**src/rtl/i2c_ptr_pkg.sv**
```systemverilog
package i2c_ptr_pkg;

   typedef enum logic [2:0] {
      ST_IDLE,
      ST_ADDR,
      ST_ADDR_ACK,
      ST_WR_BYTE,
      ST_WR_ACK,
      ST_RD_BYTE,
      ST_RD_ACK,
      ST_WAIT_STOP
   } tgt_state_t;

   // Synchronized bus levels and single-cycle events
   typedef struct packed {
      logic scl_lvl;
      logic sda_lvl;
      logic scl_rise;
      logic scl_fall;
      logic start;
      logic stop;
   } bus_evt_t;

endpackage

```
**src/rtl/i2c_bus_sampler.sv**
```systemverilog
module i2c_bus_sampler
   import i2c_ptr_pkg::*;
#(
   parameter int SYNC_STAGES = 2
) (
   input  logic     clk,
   input  logic     rst_n,
   input  logic     scl_i,
   input  logic     sda_i,
   output bus_evt_t evt_o
);

   localparam int LAST = SYNC_STAGES - 1;

   generate
      if (SYNC_STAGES < 2) begin : g_bad_stages
         $error("i2c_bus_sampler: SYNC_STAGES must be at least 2");
      end
   endgenerate

   logic [LAST:0] scl_sh;
   logic [LAST:0] sda_sh;
   logic          scl_q;
   logic          sda_q;
   logic          scl_s;
   logic          sda_s;

   // Synchronizer chain, one flop per stage, idle-high reset
   generate
      for (genvar g = 0; g < SYNC_STAGES; g++) begin : g_sync
         if (g == 0) begin : g_first
            always_ff @(posedge clk or negedge rst_n) begin
               if (!rst_n) begin
                  scl_sh[0] <= 1'b1;
                  sda_sh[0] <= 1'b1;
               end else begin
                  scl_sh[0] <= scl_i;
                  sda_sh[0] <= sda_i;
               end
            end
         end else begin : g_next
            always_ff @(posedge clk or negedge rst_n) begin
               if (!rst_n) begin
                  scl_sh[g] <= 1'b1;
                  sda_sh[g] <= 1'b1;
               end else begin
                  scl_sh[g] <= scl_sh[g-1];
                  sda_sh[g] <= sda_sh[g-1];
               end
            end
         end
      end
   endgenerate

   assign scl_s = scl_sh[LAST];
   assign sda_s = sda_sh[LAST];

   always_ff @(posedge clk or negedge rst_n) begin
      if (!rst_n) begin
         scl_q <= 1'b1;
         sda_q <= 1'b1;
      end else begin
         scl_q <= scl_s;
         sda_q <= sda_s;
      end
   end

   always_comb begin
      evt_o.scl_lvl  = scl_s;
      evt_o.sda_lvl  = sda_s;
      evt_o.scl_rise = scl_s & ~scl_q;
      evt_o.scl_fall = ~scl_s & scl_q;
      evt_o.start    = scl_s & scl_q & sda_q & ~sda_s;
      evt_o.stop     = scl_s & scl_q & ~sda_q & sda_s;
   end

endmodule

```
**src/rtl/i2c_target_ctrl.sv**
```systemverilog
module i2c_target_ctrl
   import i2c_ptr_pkg::*;
#(
   parameter int             DATA_W        = 8,
   parameter int             PTR_W         = 2,
   parameter int             STRAP_W       = 3,
   parameter int             ADDR_PREFIX_W = 4,
   parameter logic [ADDR_PREFIX_W-1:0] ADDR_PREFIX = 4'b0100
) (
   input  logic               clk,
   input  logic               rst_n,
   input  bus_evt_t           evt_i,
   input  logic [STRAP_W-1:0] strap_i,
   input  logic [DATA_W-1:0]  rdata_i,
   output logic               pull_o,
   output logic [PTR_W-1:0]   ptr_o,
   output logic [DATA_W-1:0]  wdata_o,
   output logic               we_o,
   output tgt_state_t         state_o
);

   localparam int DEV_W = ADDR_PREFIX_W + STRAP_W;
   localparam int CNT_W = $clog2(DATA_W + 1);
   localparam logic [CNT_W-1:0] FULL = CNT_W'(DATA_W);

   generate
      if (DEV_W != DATA_W - 1) begin : g_bad_addr
         $error("i2c_target_ctrl: prefix plus strap width must be DATA_W-1");
      end
      if (PTR_W > DATA_W) begin : g_bad_ptr
         $error("i2c_target_ctrl: PTR_W must not exceed DATA_W");
      end
   endgenerate

   tgt_state_t        state;
   logic [CNT_W-1:0]  cnt;
   logic [DATA_W-1:0] rx_sh;
   logic [DATA_W-1:0] tx_sh;
   logic              pull;
   logic [PTR_W-1:0]  ptr;
   logic [DATA_W-1:0] wdata;
   logic              we;
   logic              first_byte;
   logic              ack_smp;

   logic [DEV_W-1:0]  dev_addr;
   logic              addr_hit;
   logic              byte_done;

   assign dev_addr  = {ADDR_PREFIX, strap_i};
   assign addr_hit  = (rx_sh[DATA_W-1 -: DEV_W] == dev_addr);
   assign byte_done = evt_i.scl_fall && (cnt == FULL);

   always_ff @(posedge clk or negedge rst_n) begin
      if (!rst_n) begin
         state      <= ST_IDLE;
         cnt        <= '0;
         rx_sh      <= '0;
         tx_sh      <= '0;
         pull       <= 1'b0;
         ptr        <= '0;
         wdata      <= '0;
         we         <= 1'b0;
         first_byte <= 1'b0;
         ack_smp    <= 1'b1;
      end else begin
         we <= 1'b0;
         if (evt_i.start) begin
            state <= ST_ADDR;
            cnt   <= '0;
            pull  <= 1'b0;
         end else if (evt_i.stop) begin
            state <= ST_IDLE;
            cnt   <= '0;
            pull  <= 1'b0;
         end else begin
            unique case (state)
               ST_ADDR, ST_WR_BYTE: begin
                  if (evt_i.scl_rise && cnt != FULL) begin
                     rx_sh <= {rx_sh[DATA_W-2:0], evt_i.sda_lvl};
                     cnt   <= cnt + 1'b1;
                  end
                  if (byte_done) begin
                     if (state == ST_ADDR) begin
                        if (addr_hit) begin
                           pull  <= 1'b1;
                           state <= ST_ADDR_ACK;
                        end else begin
                           state <= ST_WAIT_STOP;
                        end
                     end else begin
                        pull  <= 1'b1;
                        state <= ST_WR_ACK;
                        if (first_byte) begin
                           ptr        <= rx_sh[PTR_W-1:0];
                           first_byte <= 1'b0;
                        end else begin
                           wdata <= rx_sh;
                           we    <= 1'b1;
                        end
                     end
                  end
               end
               ST_ADDR_ACK: begin
                  if (evt_i.scl_fall) begin
                     cnt <= '0;
                     if (rx_sh[0]) begin
                        tx_sh <= rdata_i;
                        pull  <= ~rdata_i[DATA_W-1];
                        state <= ST_RD_BYTE;
                     end else begin
                        pull       <= 1'b0;
                        first_byte <= 1'b1;
                        state      <= ST_WR_BYTE;
                     end
                  end
               end
               ST_WR_ACK: begin
                  if (evt_i.scl_fall) begin
                     pull  <= 1'b0;
                     cnt   <= '0;
                     state <= ST_WR_BYTE;
                  end
               end
               ST_RD_BYTE: begin
                  if (evt_i.scl_rise && cnt != FULL) begin
                     cnt <= cnt + 1'b1;
                  end
                  if (evt_i.scl_fall) begin
                     if (cnt == FULL) begin
                        pull  <= 1'b0;
                        state <= ST_RD_ACK;
                     end else begin
                        tx_sh <= {tx_sh[DATA_W-2:0], 1'b0};
                        pull  <= ~tx_sh[DATA_W-2];
                     end
                  end
               end
               ST_RD_ACK: begin
                  if (evt_i.scl_rise) begin
                     ack_smp <= evt_i.sda_lvl;
                  end
                  if (evt_i.scl_fall) begin
                     if (!ack_smp) begin
                        tx_sh <= rdata_i;
                        pull  <= ~rdata_i[DATA_W-1];
                        cnt   <= '0;
                        state <= ST_RD_BYTE;
                     end else begin
                        state <= ST_WAIT_STOP;
                     end
                  end
               end
               default: begin
                  pull <= 1'b0;
               end
            endcase
         end
      end
   end

   assign pull_o  = pull;
   assign ptr_o   = ptr;
   assign wdata_o = wdata;
   assign we_o    = we;
   assign state_o = state;

endmodule

```
**src/rtl/i2c_ptr_target.sv**
```systemverilog
module i2c_ptr_target
   import i2c_ptr_pkg::*;
#(
   parameter int DATA_W        = 8,
   parameter int PTR_W         = 2,
   parameter int STRAP_W       = 3,
   parameter int ADDR_PREFIX_W = 4,
   parameter logic [ADDR_PREFIX_W-1:0] ADDR_PREFIX = 4'b0100,
   parameter int SYNC_STAGES   = 2
) (
   input  logic               clk,
   input  logic               rst_n,
   input  logic               scl_i,
   input  logic               sda_i,
   input  logic [STRAP_W-1:0] strap_i,
   output logic               sda_pull_o,
   output logic [PTR_W-1:0]   reg_addr_o,
   output logic [DATA_W-1:0]  reg_wdata_o,
   output logic               reg_we_o,
   input  logic [DATA_W-1:0]  reg_rdata_i
);

   bus_evt_t   bus_evt;
   tgt_state_t ctl_state;

   i2c_bus_sampler #(
      .SYNC_STAGES(SYNC_STAGES)
   ) i_sampler (
      .clk  (clk),
      .rst_n(rst_n),
      .scl_i(scl_i),
      .sda_i(sda_i),
      .evt_o(bus_evt)
   );

   i2c_target_ctrl #(
      .DATA_W       (DATA_W),
      .PTR_W        (PTR_W),
      .STRAP_W      (STRAP_W),
      .ADDR_PREFIX_W(ADDR_PREFIX_W),
      .ADDR_PREFIX  (ADDR_PREFIX)
   ) i_ctrl (
      .clk    (clk),
      .rst_n  (rst_n),
      .evt_i  (bus_evt),
      .strap_i(strap_i),
      .rdata_i(reg_rdata_i),
      .pull_o (sda_pull_o),
      .ptr_o  (reg_addr_o),
      .wdata_o(reg_wdata_o),
      .we_o   (reg_we_o),
      .state_o(ctl_state)
   );

endmodule

```
**config.mk**
```make
export PLATFORM = sky130hd
export DESIGN_NAME = i2c_ptr_target
export DESIGN_NICKNAME = d
export VERILOG_FILES = /design/src/rtl/i2c_ptr_pkg.sv /design/src/rtl/i2c_bus_sampler.sv /design/src/rtl/i2c_target_ctrl.sv /design/src/rtl/i2c_ptr_target.sv
export SDC_FILE = /design/constraint.sdc
export NUM_CORES = 1
export LEC_CHECK = 0
export BUFFER_PORTS_ARGS = -buffer_cell sky130_fd_sc_hd__buf_2
export CORE_AREA = 2 2 67 69
export CTS_CLUSTER_SIZE = 30
export DETAILED_ROUTE_END_ITERATION = 12
export DIE_AREA = 0 0 69 71
export PLACE_DENSITY = 0.69
export SLEW_MARGIN = 20
export SYNTH_ARGS = -nofsm -noshare
export SYNTH_HDL_FRONTEND = slang
export SYNTH_SLANG_ARGS = --single-unit
```
**constraint.sdc**
```tcl
create_clock -name clk -period 3.9 [get_ports clk]
set_input_delay 0.585 -clock clk [delete_from_list [all_inputs] [get_ports clk]]
set_output_delay 0.585 -clock clk [all_outputs]
set_load 0.02 [all_outputs]
```
==> flow_summary.yaml <==
status:
  status: "completed"
pwr:
  power_leakage_uw: 0.001121
  p_switching_uw: 504.6
  p_total_uw: 1426
  peakVddDrop_mv: 0.3632
  clkPwrFrac_pct: 23.5
  p_per_area_mw_per_mm2: 616.4
  pwr-share-seq_pct: 47.5
  internal-power_uw: 921.5
  p_comb_share_pct: 29.0
  netSwitchingFraction_pct: 35.38
cts:
  cts_root_buffer: "clkbuf_8"
  post_cts_resized: 0
  clk_pin_slew_worst_paths_ns: 0.08
  cts_hold_buf: 0
  clockBufferDepth: 2
  clock-sinks: 42
  cts_tree: "done"
  post-cts-setup-buffers: 0
  clock_latency_ns: 0.28
  htreeDepth: 2
  cts_buffers: 5
critical_path:
  rr_endpoint: "i_ctrl.wdata_o[6]"
  worstReg2RegStart: "i_ctrl.cnt[0]"
  crit_slowest_cell: "nor4_4"
  worstSetupPathType: "reg -> reg"
  startpoint: "i_ctrl.cnt[0]"
  start_kind: "flip-flop"
  cp-endpoint: "i_ctrl.wdata_o[6]"
  ff2ff_path_depth: 5
  rrSetupSlack_ns: 1.83
  cp_slowest_stage_delay_ns: 0.63
  crit_chain: "inv_1 > ha_1 > nand3b_1 > nor4_4 > mux2_2"
  cp_max_fo: 9
  crit_arrival_ns: 2.24
  crit_path_end_kind: "flip-flop"
  worstPathRequired_ns: 4.07
timing:
  hold_ws_ns: 0.3578
  rsz0062_at_grt: "false"
  fmax_ghz: 0.4829
  finalMaxSlewViolations: 0
  finClkSkew_ns: 0.006162
  setup_tns_ns: 0
  tightest_slew_ns: 0.8965
  slew_headroom_pct: 40.23
  min_period_ns: 2.071
  period_share_pct: 53.10
  setup_viol: 0
  hold_viol: 0
logic_synthesis:
  synth.most_common_cell: "dfrtp_1"
  synthTopCellsByArea: "dfrtp_1 (43%), mux2_2 (11%), dfstp_2 (9.0%), o21ai_0 (4.4%), mux2i_1 (3.9%)"
  synth-edff-count: 0
  synthTopCellsByCount: "dfrtp_1 (35), mux2_2 (19), nand2_1 (18), o21ai_0 (18), nor2_1 (9)"
  ys_types: 40
  synth_top_flop_cell: "dfrtp_1"
  synth_fp_nets: 204
  synth_seq_cells: 42
  synth_area_mm2: 0.002034
  yosys_warnings: 0
  yosysTopAreaCellShare_pct: 43.05
  synth_top_cell_by_area: "dfrtp_1"
  async_flop_share_pct: 100.0
  syn_avg_cell_area_um2: 10.88
  syn_inst: 187
  yosysSeqAreaShare_pct: 52.09
flow_run:
  max-cap-violations: 0
detailed_routing:
  drc: 0
  antenna_left: 0
  first_pass_iters: 4
  wl_um: 3654
  routed_via_density: 5.425
  detail_route.wl_per_cell_um: 13.74
  num_vias: 1443
  drt_iter0_drc: 156
global_routing:
  grt_max_degree: 43
  grt_overflow: 0
  grt_usage_pct: 15.97
  grt_pass1_vias: 1346
  grt_pass1_wl_um: 6313
  antenna_found_initial: 0
floorplanning:
  die_x_um: 69
  start_util_pct: 48.39
  dieArea_mm2: 0.004899
  ios: 27
  rows: 24
  die_h_um: 71
  core_region_area_mm2: 0.004204
placement:
  hpwl_um: 2565
  io_buffers: 26
  place.gp.congestion: 0.9293
worst_hold_path:
  min_path_type: "reg -> reg"
cells_and_area:
  antennaDiodeCount: 0
  fin_nets: 230
  area_growth_pct: 13.71
  drive_above_1_share_pct: 29.91
per-stage QoR:
stage          setup slack [ns]  utilization [%]  cells  cell area, µm²
2_1_floorplan             2.094                -    187            2034
3_3_place_gp              1.818            52.41    258            2203
3_5_place_dp              1.790            52.41    258            2203
4_1_cts                   1.819            55.03    266            2313
5_1_grt                   1.557            55.03    266            2313
6_report                  1.829            55.03    266            2313
how the worst min path moves through the flow:
| stage | start | end | depth (start not counted) |
|---|---|---|---|
| 4_1_cts | i_sampler.scl_sh[0] | i_sampler.scl_s | 0 |
| 2_1_floorplan | rst_n | i_ctrl.cnt[0] | 0 |
| 6_report | i_sampler.sda_sh[0] | i_sampler.sda_s | 0 |
| 5_1_grt | i_sampler.scl_sh[0] | i_sampler.scl_s | 0 |
| 3_5_place_dp | i_sampler.scl_sh[0] | i_sampler.scl_s | 0 |
| 3_3_place_gp | i_sampler.scl_sh[0] | i_sampler.scl_s | 0 |
state kept, by name, summed over array words and instances, names as in the netlist:
signal and count:
i_ctrl.wdata_o 8, i_ctrl.first_byte 1, i_sampler.sda_sh 1, i_ctrl.cnt 4
i_sampler.sda_q 1, i_ctrl.ptr_o 2, i_ctrl.state_o 3, i_ctrl.tx_sh 7
i_ctrl.we_o 1, i_ctrl.rx_sh 8, i_ctrl.pull_o 1, i_ctrl.ack_smp 1
i_sampler.scl_s 1, i_sampler.scl_q 1, i_sampler.sda_s 1, i_sampler.scl_sh 1
cell type report:
cell class | instances | area, µm²
Inverter | 7 | 26.28
Multi-Input combinational cell | 130 | 914.6
Tap cell | 52 | 65.06
Fill cell | 373 | 1891
Sequential cell | 42 | 1060
Clock buffer | 6 | 72.57
Timing Repair Buffer | 27 | 137.6
Clock inverter | 2 | 37.54
cell usage in the layout, fill, tap and decap left out, types with 4 or more instances in the layout:
cell type,instances
a21oi_1,4
buf_2,26
clkbuf_8,5
dfrtp_1,35
dfstp_2,7
inv_1,7
mux2_2,19
mux2i_1,8
nand2_1,18
nand2b_1,7
nand3_1,7
nor2_1,9
nor3_1,4
o21ai_0,18
xor2_1,4
layer usage:
metal  track usage [%]  vias to the layer above  share of wire, %
li1                  -                      725                 -
met1             23.30                      679                49
met2             23.72                       35                45
met3             3.704                        4               4.6
met4             5.229                        0               1.1
met5                 0                        -                 0
critical path: cells and delay by family, from the launching register on:
kind          cells  cell delay, ns
flops             1            0.40
simple gates      2            0.89
fa+ha+maj         1            0.16
buf+inv           1            0.10
mux               1            0.41
cells by family after synthesis:
| logic type | count (synthesis) | synth area share [%] |
|---|---|---|
| AO/OA/AOI/OAI | 39 | 12.05 |
| XOR/XNOR | 4 | 1.722 |
| adder cells (fa/ha/maj) | 2 | 1.230 |
| buffers and inverters | 15 | 2.952 |
| flip-flops | 42 | 52.09 |
| multiplexers | 27 | 14.45 |
| AND/OR/NAND/NOR | 58 | 15.50 |
power by group through the flow:
stage / Combinational (µW) / Sequential (µW) / Clock [µW]
4_1_cts: 420 / 675 / 346
3_5_place_dp: 420 / 683 / 0
5_1_grt: 471 / 700 / 363
3_3_place_gp: 412 / 682 / 0
6_report: 414 / 677 / 335
2_1_floorplan: 383 / 616 / 0
Note: power is estimated with default switching activity, not from simulation.
